`src/rtl/irq_gather_pkg.sv`:
```
package irq_gather_pkg;
    localparam int SRC_W = 12;
    localparam int VIS_W = 8;

    typedef enum logic {
        SEL_MASK    = 1'b0,
        SEL_PENDING = 1'b1
    } reg_sel_e;
endpackage

```
`src/rtl/irq_pending_reg.sv`:
```
module irq_pending_reg #(
    parameter int SRC_W = 12
) (
    input  logic             clk,
    input  logic             rst_n,
    input  logic [SRC_W-1:0] raise_vec,
    input  logic [SRC_W-1:0] drop_vec,
    output logic [SRC_W-1:0] pend_q
);
    logic [SRC_W-1:0] pend_d;

    // A raise overrides a drop on the same bit.
    always_comb begin
        pend_d = (pend_q & ~drop_vec) | raise_vec;
    end

    always_ff @(posedge clk or negedge rst_n) begin
        if (!rst_n) begin
            pend_q <= '0;
        end else begin
            pend_q <= pend_d;
        end
    end

    assert_raise_sets_R2: assert property (@(posedge clk) disable iff (!rst_n)
        (raise_vec != '0) |=> ((pend_q & $past(raise_vec)) == $past(raise_vec)));

    assert_raise_wins_R4: assert property (@(posedge clk) disable iff (!rst_n)
        ((raise_vec & drop_vec) != '0) |=> ((pend_q & $past(raise_vec & drop_vec)) != '0));

    assert_drop_clears_R3: assert property (@(posedge clk) disable iff (!rst_n)
        ((drop_vec & ~raise_vec) != '0) |=> ((pend_q & $past(drop_vec & ~raise_vec)) == '0));

    assert_idle_holds_R2: assert property (@(posedge clk) disable iff (!rst_n)
        ((raise_vec == '0) && (drop_vec == '0)) |=> $stable(pend_q));
endmodule

```
`src/rtl/irq_mask_reg.sv`:
```
module irq_mask_reg #(
    parameter int VIS_W = 8
) (
    input  logic             clk,
    input  logic             rst_n,
    input  logic             reg_sel,
    input  logic             reg_wr,
    input  logic             reg_addr,
    input  logic [VIS_W-1:0] reg_wdata,
    output logic [VIS_W-1:0] en_q
);
    import irq_gather_pkg::*;

    logic mask_we;

    always_comb begin
        mask_we = reg_sel && reg_wr && (reg_sel_e'(reg_addr) == SEL_MASK);
    end

    always_ff @(posedge clk or negedge rst_n) begin
        if (!rst_n) begin
            en_q <= '0;
        end else if (mask_we) begin
            en_q <= reg_wdata;
        end
    end

    assert_mask_write_R5: assert property (@(posedge clk) disable iff (!rst_n)
        (reg_sel && reg_wr && !reg_addr) |=> (en_q == $past(reg_wdata)));

    assert_mask_hold_R10: assert property (@(posedge clk) disable iff (!rst_n)
        !(reg_sel && reg_wr && !reg_addr) |=> $stable(en_q));
endmodule

```
`src/rtl/irq_line_gen.sv`:
```
module irq_line_gen #(
    parameter int SRC_W = 12,
    parameter int VIS_W = 8
) (
    input  logic [SRC_W-1:0] pend_q,
    input  logic [VIS_W-1:0] en_q,
    output logic             cpu_irq
);
    logic [SRC_W-1:0] live;

    for (genvar i = 0; i < SRC_W; i++) begin : g_src
        if (i < VIS_W) begin : g_maskable
            assign live[i] = pend_q[i] & en_q[i];
        end else begin : g_hidden
            assign live[i] = pend_q[i];
        end
    end

    assign cpu_irq = |live;
endmodule

```
`src/rtl/irq_gather.sv`:
```
module irq_gather #(
    parameter int SRC_W = irq_gather_pkg::SRC_W,
    parameter int VIS_W = irq_gather_pkg::VIS_W
) (
    input  logic             clk,
    input  logic             rst_n,
    input  logic [SRC_W-1:0] raise_vec,
    input  logic [SRC_W-1:0] drop_vec,
    input  logic             reg_sel,
    input  logic             reg_wr,
    input  logic             reg_addr,
    input  logic [VIS_W-1:0] reg_wdata,
    output logic [VIS_W-1:0] reg_rdata,
    output logic             cpu_irq
);
    import irq_gather_pkg::*;

    localparam int HID_W = SRC_W - VIS_W;

    logic [SRC_W-1:0] pend_q;
    logic [VIS_W-1:0] en_q;

    irq_pending_reg #(.SRC_W(SRC_W)) u_pending (
        .clk       (clk),
        .rst_n     (rst_n),
        .raise_vec (raise_vec),
        .drop_vec  (drop_vec),
        .pend_q    (pend_q)
    );

    irq_mask_reg #(.VIS_W(VIS_W)) u_mask (
        .clk       (clk),
        .rst_n     (rst_n),
        .reg_sel   (reg_sel),
        .reg_wr    (reg_wr),
        .reg_addr  (reg_addr),
        .reg_wdata (reg_wdata),
        .en_q      (en_q)
    );

    irq_line_gen #(.SRC_W(SRC_W), .VIS_W(VIS_W)) u_line (
        .pend_q  (pend_q),
        .en_q    (en_q),
        .cpu_irq (cpu_irq)
    );

    // Only the visible window of the pending vector reaches the read path.
    always_comb begin
        if (!reg_sel) begin
            reg_rdata = '0;
        end else begin
            unique case (reg_sel_e'(reg_addr))
                SEL_MASK:    reg_rdata = en_q;
                SEL_PENDING: reg_rdata = pend_q[VIS_W-1:0];
            endcase
        end
    end

    assert_hidden_drives_line_R8: assert property (@(posedge clk) disable iff (!rst_n)
        (|pend_q[SRC_W-1:SRC_W-HID_W]) |-> cpu_irq);

    assert_quiet_when_empty_R7: assert property (@(posedge clk) disable iff (!rst_n)
        (pend_q == '0) |-> !cpu_irq);

    assert_masked_quiet_R7: assert property (@(posedge clk) disable iff (!rst_n)
        (en_q == '0 && pend_q[SRC_W-1:VIS_W] == '0) |-> !cpu_irq);
endmodule

```
`config.mk`:
```
export PLATFORM = sky130hd
export DESIGN_NAME = irq_gather
export DESIGN_NICKNAME = d
export VERILOG_FILES = /design/src/rtl/irq_gather_pkg.sv /design/src/rtl/irq_pending_reg.sv /design/src/rtl/irq_mask_reg.sv /design/src/rtl/irq_line_gen.sv /design/src/rtl/irq_gather.sv
export SDC_FILE = /design/constraint.sdc
export NUM_CORES = 1
export LEC_CHECK = 0
export BUFFER_PORTS_ARGS = -buffer_cell sky130_fd_sc_hd__clkbuf_2
export CAP_MARGIN = 20
export CORE_UTILIZATION = 44
export CTS_BUF_LIST = sky130_fd_sc_hd__clkbuf_16
export CTS_CLUSTER_DIAMETER = 100
export DETAILED_ROUTE_END_ITERATION = 16
export HOLD_SLACK_MARGIN = 0.15
export PLACE_DENSITY_LB_ADDON = 0.25
export SYNTH_ARGS = -nofsm -noshare
export SYNTH_HDL_FRONTEND = slang
export SYNTH_HIERARCHICAL = 1
export SYNTH_SLANG_ARGS = --single-unit
export TNS_END_PERCENT = 50
```
`constraint.sdc`:
```
create_clock -name clk -period 1.2 [get_ports clk]
set_clock_uncertainty 0.05 [all_clocks]
set_input_delay 0.18 -clock clk [delete_from_list [all_inputs] [get_ports clk]]
set_output_delay 0.18 -clock clk [all_outputs]
set_load 0.01 [all_outputs]
```
==> reports/results.tsv, run 1 <==
stage	metric	value	unit
cells_and_area	postLayoutCoreUtil	0.879	
route	firstDrtPassIters	4	
synth	synth.area.top_cells	dfrtp_1 53%, a21o_1 9.5%, mux2_2 9.5%, mux2i_1 8.5%, nor2b_1 5.3%	
power	p_sw	499	uW
worst_setup_path	crit_fanout	2	
route	drt-initial-drc-count	10	
sta	worstMarginPinSlew	0.498	ns
synth	synth_area_per_cell	12.4	um2
hold_path	holdPathEnd	u_mask/en_q[3]	
grt	grt_max_degree	21	
sta	fin_tns_setup	-1.13	ns
clock_network	cts_made_buffers	3	
run	maxCapViolations	0	
cells_and_area	regArea	500	um2
placed_design	port_buffers	45	
sta	fin_crit	1.60	ns
grt	grt_pass1_wl	4810	um
power	swShare	0.224	
synth	ys_warn_count	6	
clock_network	cts_tree	done	
cells_and_area	drive_gt1_frac	0.425	
worst_setup_path	r2r-start	u_mask/en_q[3]	
sta	setup_viol	9	
power	seqPwrFrac	0.371	
route	drc	0	
synth	synth_commonest_cells	20 x dfrtp_1, 12 x a21o_1, 12 x inv_1	
clock_network	htree_levels	1	
cells_and_area	n_fill_cell	90	
worst_setup_path	cp.arrival	1.37	ns
worst_setup_path	critical_path_class	reg2out	
sta	rsz0062_at_grt	yes	
sta	fmax	0.625	GHz
worst_setup_path	r2r-end	u_mask/en_q[3]	
power	cellInternalPower	1.73	mW
cells_and_area	n_antenna_cell	0	
route	drt_wl_total	2900	um
power	power.density	1280	mW/mm2
route	vias	935	
sta	setup_ws	-0.400	ns
outcome	violations	setup timing	
placed_design	dp_slack	-0.0742	ns
hold_path	whs_path_depth	3	
clock_network	clock_latency	0.25	ns
die	die-area	0.00234	mm2
clock_network	clk_pin_slew	0.06	ns
outcome	status	complete, but fails checks	
worst_setup_path	startpoint	u_mask/en_q[3]	
synth	synth_edf_count	0	
clock_network	root_buffer	clkbuf_16	
die	initial_core_util	0.477	
worst_setup_path	worst_ep_required_time	0.97	ns
grt	grt_util_all_layers	0.274	
grt	grt_pass1_vias	1048	
sta	maxSlewViolCount	0	
cells_and_area	multiInputGateArea	393	um2
synth	ys_ff_latch	20	
worst_setup_path	r2r_cells	3	
synth	syn-instance-count	76	
synth	syn-cell-area	946	um2
synth	synth_top_cell_by_area	dfrtp_1	
clock_network	clock_sinks	20	
die	core_area	0.00198	mm2
power	clockPowerShare	0.406	
synth	async_reset_ff_frac	1.00	
sta	post-route-period-util	1.33	
power	p_leak	0.918	nW
cells_and_area	design_area	0.00174	mm2
grt	antenna_found_initial	0	
die	num_rows	16	
die	fp.dieW	48.4	um
sta	slew_headroom	0.668	
power	max-vdd-ir-drop	936	uV
die	fp.dieH	48.4	um
synth	ys_seq_area_frac	0.529	
power	combPwrFrac	0.223	
placed_design	post-dp-hpwl	1520	um
hold_path	hp-class	in2reg	
grt	grt_overflow_total	0	
placed_design	place.gp.congestion	0.722	
synth	synth.top_cell.area_share	0.529	
die	ios	46	
hold_path	min_from	reg_wr	
worst_setup_path	reg2reg_slack	0.13	ns
worst_setup_path	worst_setup_path_start_kind	register	
synth	synth.most_common_cell	dfrtp_1	
synth	syn-num-nets	113	
synth	ys.flop_type	dfrtp_1	
cells_and_area	syn_to_final_growth	84.3	%
sta	hold_violations	0	
synth	yosysUniqueCellTypes	12	
clock_network	clockBufferDepth	2	
route	ant_nets	0	
placed_design	dpl-instance-area	0.00127	mm2
cells_and_area	nets	205	
route	wl_per_cell	15.0	um
route	routed_via_density	4.82	
worst_setup_path	cp-end-kind	output pin	
-- logic make-up after synthesis --
kind of cell           after synthesis  share of synthesized area
DFF                                 20                      0.529
muxes                               16                      0.180
buffers and inverters               13                     0.0595
AOI/OAI and AO/OA                   16                      0.146
and+or+nand+nor                     11                     0.0860
-- worst max-delay path by stage --
| stage | endpoint | slack [ns] | cells past startpoint |
|---|---|---|---|
| 6_report | cpu_irq | -0.40 | 4 |
| 3_5_place_dp | cpu_irq | -0.07 | 4 |
| 3_3_place_gp | cpu_irq | -0.06 | 4 |
| 5_1_grt | cpu_irq | -0.45 | 4 |
| 4_1_cts | cpu_irq | -0.35 | 4 |
| 2_1_floorplan | cpu_irq | 0.07 | 3 |
-- power by group through the flow --
stage          clock network (mW)  logic, mW  registers [mW]
2_1_floorplan                   0      0.182           0.813
3_3_place_gp                    0      0.356           0.816
3_5_place_dp                    0      0.366           0.823
6_report                    0.906      0.497           0.828
5_1_grt                     0.952      0.535           0.834
4_1_cts                     0.919      0.466           0.818
-- layout make-up --
type,count,area share
inverter,12,0.0258
sequential,20,0.287
timing repair buffer,88,0.382
multi-input combinational,43,0.225
clock buffer,3,0.0431
tap,27,0.0194
clock inverter,1,0.0172
-- layout by cell type, fill, tap and decap left out --
cell type and instances:
mux2i_2 1, buf_6 6, nand3b_4 1, buf_4 3
mux2i_1 7, clkbuf_16 3, a21o_1 12, inv_1 12
nor2b_1 8, a22o_1 2, buf_2 3, dlygate4sd3_1 33
buf_12 1, a221oi_2 2, nor4_1 1, clkbuf_2 42
mux2_2 8, bufinv_16 1, dfrtp_1 20, nand3_1 1
-- metrics by stage --
step | instances | hold slack (ns) | power [mW]
final | 194 | 0.327 | 2.23
after floorplan | 76 | -0.166 | 0.995
after global routing | 194 | 0.353 | 2.32
after CTS | 193 | 0.329 | 2.20
after global placement | 156 | 0.107 | 1.17
after detailed placement | 156 | 0.120 | 1.19
-- layer usage --
metal / routed length (um) / global-route usage / share of wire / vias up
met2: 1520 / 0.498 / 0.52 / 44
met1: 1140 / 0.309 / 0.39 / 435
li1: - / - / - / 442
met3: 111 / 0.0377 / 0.038 / 14
met4: 135 / 0.147 / 0.046 / 0
met5: 0 / 0 / 0 / -
-- sequential cells by signal (all words and copies together), names as in the netlist --
name,flops
u_pending/pend_q,12
u_mask/en_q,8
-- repair_timing --
| action | 4_1_cts | 5_1_grt |
|---|---|---|
| buffers inserted | 3 | 3 |
| hold buffers | 33 | 0 |
| pin swaps | 1 | 2 |
| gates resized for setup | 5 | 6 |
| endpoints found under the setup margin | 9 | 9 |
| endpoints found under the hold margin | 40 | 0 |
-- worst max-delay path: stages, from the launching register on --
cell and delay, ns:
dfrtp_1 0.39, a22o_1 0.26, a221oi_2 0.19, nand3_1 0.12, buf_2 0.17
Power figures use the tool's default switching activity.
==> inputs of run 2 (changes only) <==
ABC_CLOCK_PERIOD_IN_PS = 1900   (was default)
CORE_UTILIZATION = 48   (was 44)
clock period = 1.9 ns   (was 1.2 ns; I/O delays follow)
==> run 2 against run 1 <==
Net effect: the flow now finishes without violations; design area shrank 27%; critical endpoint unchanged; worst setup slack gained 0.62 ns; sequential share of layout area grew 10 points; hold slack lost 0.17 ns; sequential power shrank 38%; sequential cell count is the same; via count shrank 24%; final cell count shrank 23%; die area shrank 8.0%; clock power shrank 53%; non-clock buffer count shrank 42; clock-buffer cell count is the same; critical path type unchanged.
==> reports/results.tsv, run 2 (synthesis results as in run 1) <==
stage	metric	value	unit
outcome	status	finished clean	
power	p_leak	0.715	nW
worst_setup_path	crit_fanout	3	
sta	slew_headroom	0.670	
power	cellInternalPower	868	uW
cells_and_area	top_regs	u_pending/pend_q: 12 flops, u_mask/en_q: 8 flops	
clock_network	clock_latency	0.25	ns
clock_network	clk_pin_slew	0.05	ns
sta	rsz0062_at_grt	no	
worst_setup_path	critical_path_class	reg2out	
clock_network	cts_tree	done	
cells_and_area	postLayoutCoreUtil	0.718	
power	seqPwrFrac	0.457	
worst_setup_path	critPathBufInv	1	
cells_and_area	top_register	u_pending/pend_q	
worst_setup_path	cp.arrival	1.35	ns
route	ant_nets	0	
die	fp.dieH	46.4	um
cells_and_area	largest_reg_flops	12	
grt	grt_util_all_layers	0.195	
grt	grt_max_degree	21	
sta	fin_tns_setup	0	ns
die	fp.dieW	46.4	um
die	initial_core_util	0.531	
clock_network	clockBufferDepth	2	
power	max-vdd-ir-drop	508	uV
sta	fin_crit	1.68	ns
sta	setup_viol	0	
route	drt-initial-drc-count	8	
grt	grt_pass1_vias	659	
worst_setup_path	path_cells	a22o_1 > a221oi_2 > nand3_1 > clkbuf_2	
power	swShare	0.232	
grt	grt_pass1_wl	2820	um
hold_path	hp-class	in2reg	
placed_design	port_buffers	45	
worst_setup_path	crit_slowest_cell	dfrtp_1	
power	p_sw	263	uW
route	firstDrtPassIters	3	
cells_and_area	drive_gt1_frac	0.472	
route	vias	712	
cells_and_area	final_common_cell	clkbuf_2	
route	wl_per_cell	12.2	um
worst_setup_path	max_stage_delay	0.40	ns
clock_network	cts_hold_buf	1	
route	drc	0	
sta	hold_violations	0	
sta	fmax	0.594	GHz
die	num_rows	15	
route	met1_length	765	um
placed_design	post-dp-hpwl	1360	um
worst_setup_path	cp-end-kind	output pin	
cells_and_area	nets	163	
clock_network	cts_made_buffers	3	
route	dr_wl_met2	962	um
route	routed_via_density	4.75	
clock_network	ctsResizeCount	0	
die	die-area	0.00215	mm2
grt	grt_overflow_total	0	
worst_setup_path	worst_ep_required_time	1.56	ns
power	power.density	883	mW/mm2
route	met3_length	93	um
die	ios	46	
worst_setup_path	crit_family	compound AO/OA/AOI/OAI gates	
clock_network	htree_levels	1	
die	core_area	0.00178	mm2
power	clockPowerShare	0.376	
cells_and_area	syn_to_final_growth	35.3	%
power	combPwrFrac	0.167	
route	drt_wl_total	1830	um
run	maxCapViolations	0	
clock_network	root_buffer	clkbuf_16	
cells_and_area	final_cell_mix	45 x clkbuf_2, 20 x dfrtp_1, 12 x inv_1, 12 x a21o_1	
cells_and_area	n_antenna_cell	0	
grt	antenna_found_initial	0	
sta	post-route-period-util	0.886	
clock_network	post_cts_buffers	0	
worst_setup_path	worst_setup_path_start_kind	register	
sta	worstMarginPinSlew	0.495	ns
sta	maxSlewViolCount	0	
route	maxUsedRoutingLayer	met4	
placed_design	place.gp.congestion	0.757	
clock_network	clock_sinks	20	
## run 2: changes by cell type in the layout (fill, tap and decap cells not counted)
cell,change
buf_2,-3
buf_6,-6
buf_4,-3
buf_12,-1
mux2i_2,-1
dlygate4sd3_1,-32
mux2i_1,+1
bufinv_16,-1
clkinv_1,+1
clkbuf_2,+3
## run 2: routing by layer
metal / up-vias / GRT usage
li1: 360 / -
met1: 325 / 0.233
met2: 25 / 0.325
met3: 2 / 0.0392
met4: 0 / 0.106
met5: - / 0
## run 2: worst paths after layout
kind	start	to	slack, ns	depth (start not counted)
max	u_pending/pend_q[1]	cpu_irq	0.22	4
min	raise_vec[11]	u_pending/pend_q[11]	0.16	2
max reg2reg	u_mask/en_q[0]	u_mask/en_q[0]	1.07	1
min reg2reg	u_pending/pend_q[8]	u_pending/pend_q[8]	0.43	1
max in group asynchronous	rst_n	u_mask/en_q[4]	0.96	2
min in group asynchronous	rst_n	u_pending/pend_q[2]	0.50	2
## run 2: power by group through the flow
stage	clock, mW	combinational [mW]	sequential, mW
after floorplan	0	0.115	0.513
after global placement	0	0.182	0.521
final	0.425	0.189	0.516
after CTS	0.441	0.191	0.516
after global routing	0.457	0.209	0.523
after detailed placement	0	0.188	0.524
## run 2: cell type report
cell class                 instances  area [um2]
fill                             132         503
sequential                        20         500
multi-input combinational         43         389
timing repair buffer              46         235
clock buffer                       3        75.1
inverter                          12        45.0
tap                               25        31.3
clock inverter                     1        3.75
## run 2: stage by stage
stage                     area, um2  total power [mW]  instances  hold WS [ns]  setup slack [ns]
after floorplan                 946             0.628         76       -0.0606             0.664
after global placement         1190             0.703        145         0.213             0.540
after detailed placement       1190             0.712        145         0.219             0.498
after CTS                      1280              1.15        150         0.157             0.218
after global routing           1280              1.19        150         0.166             0.132
final                          1280              1.13        150         0.161             0.217
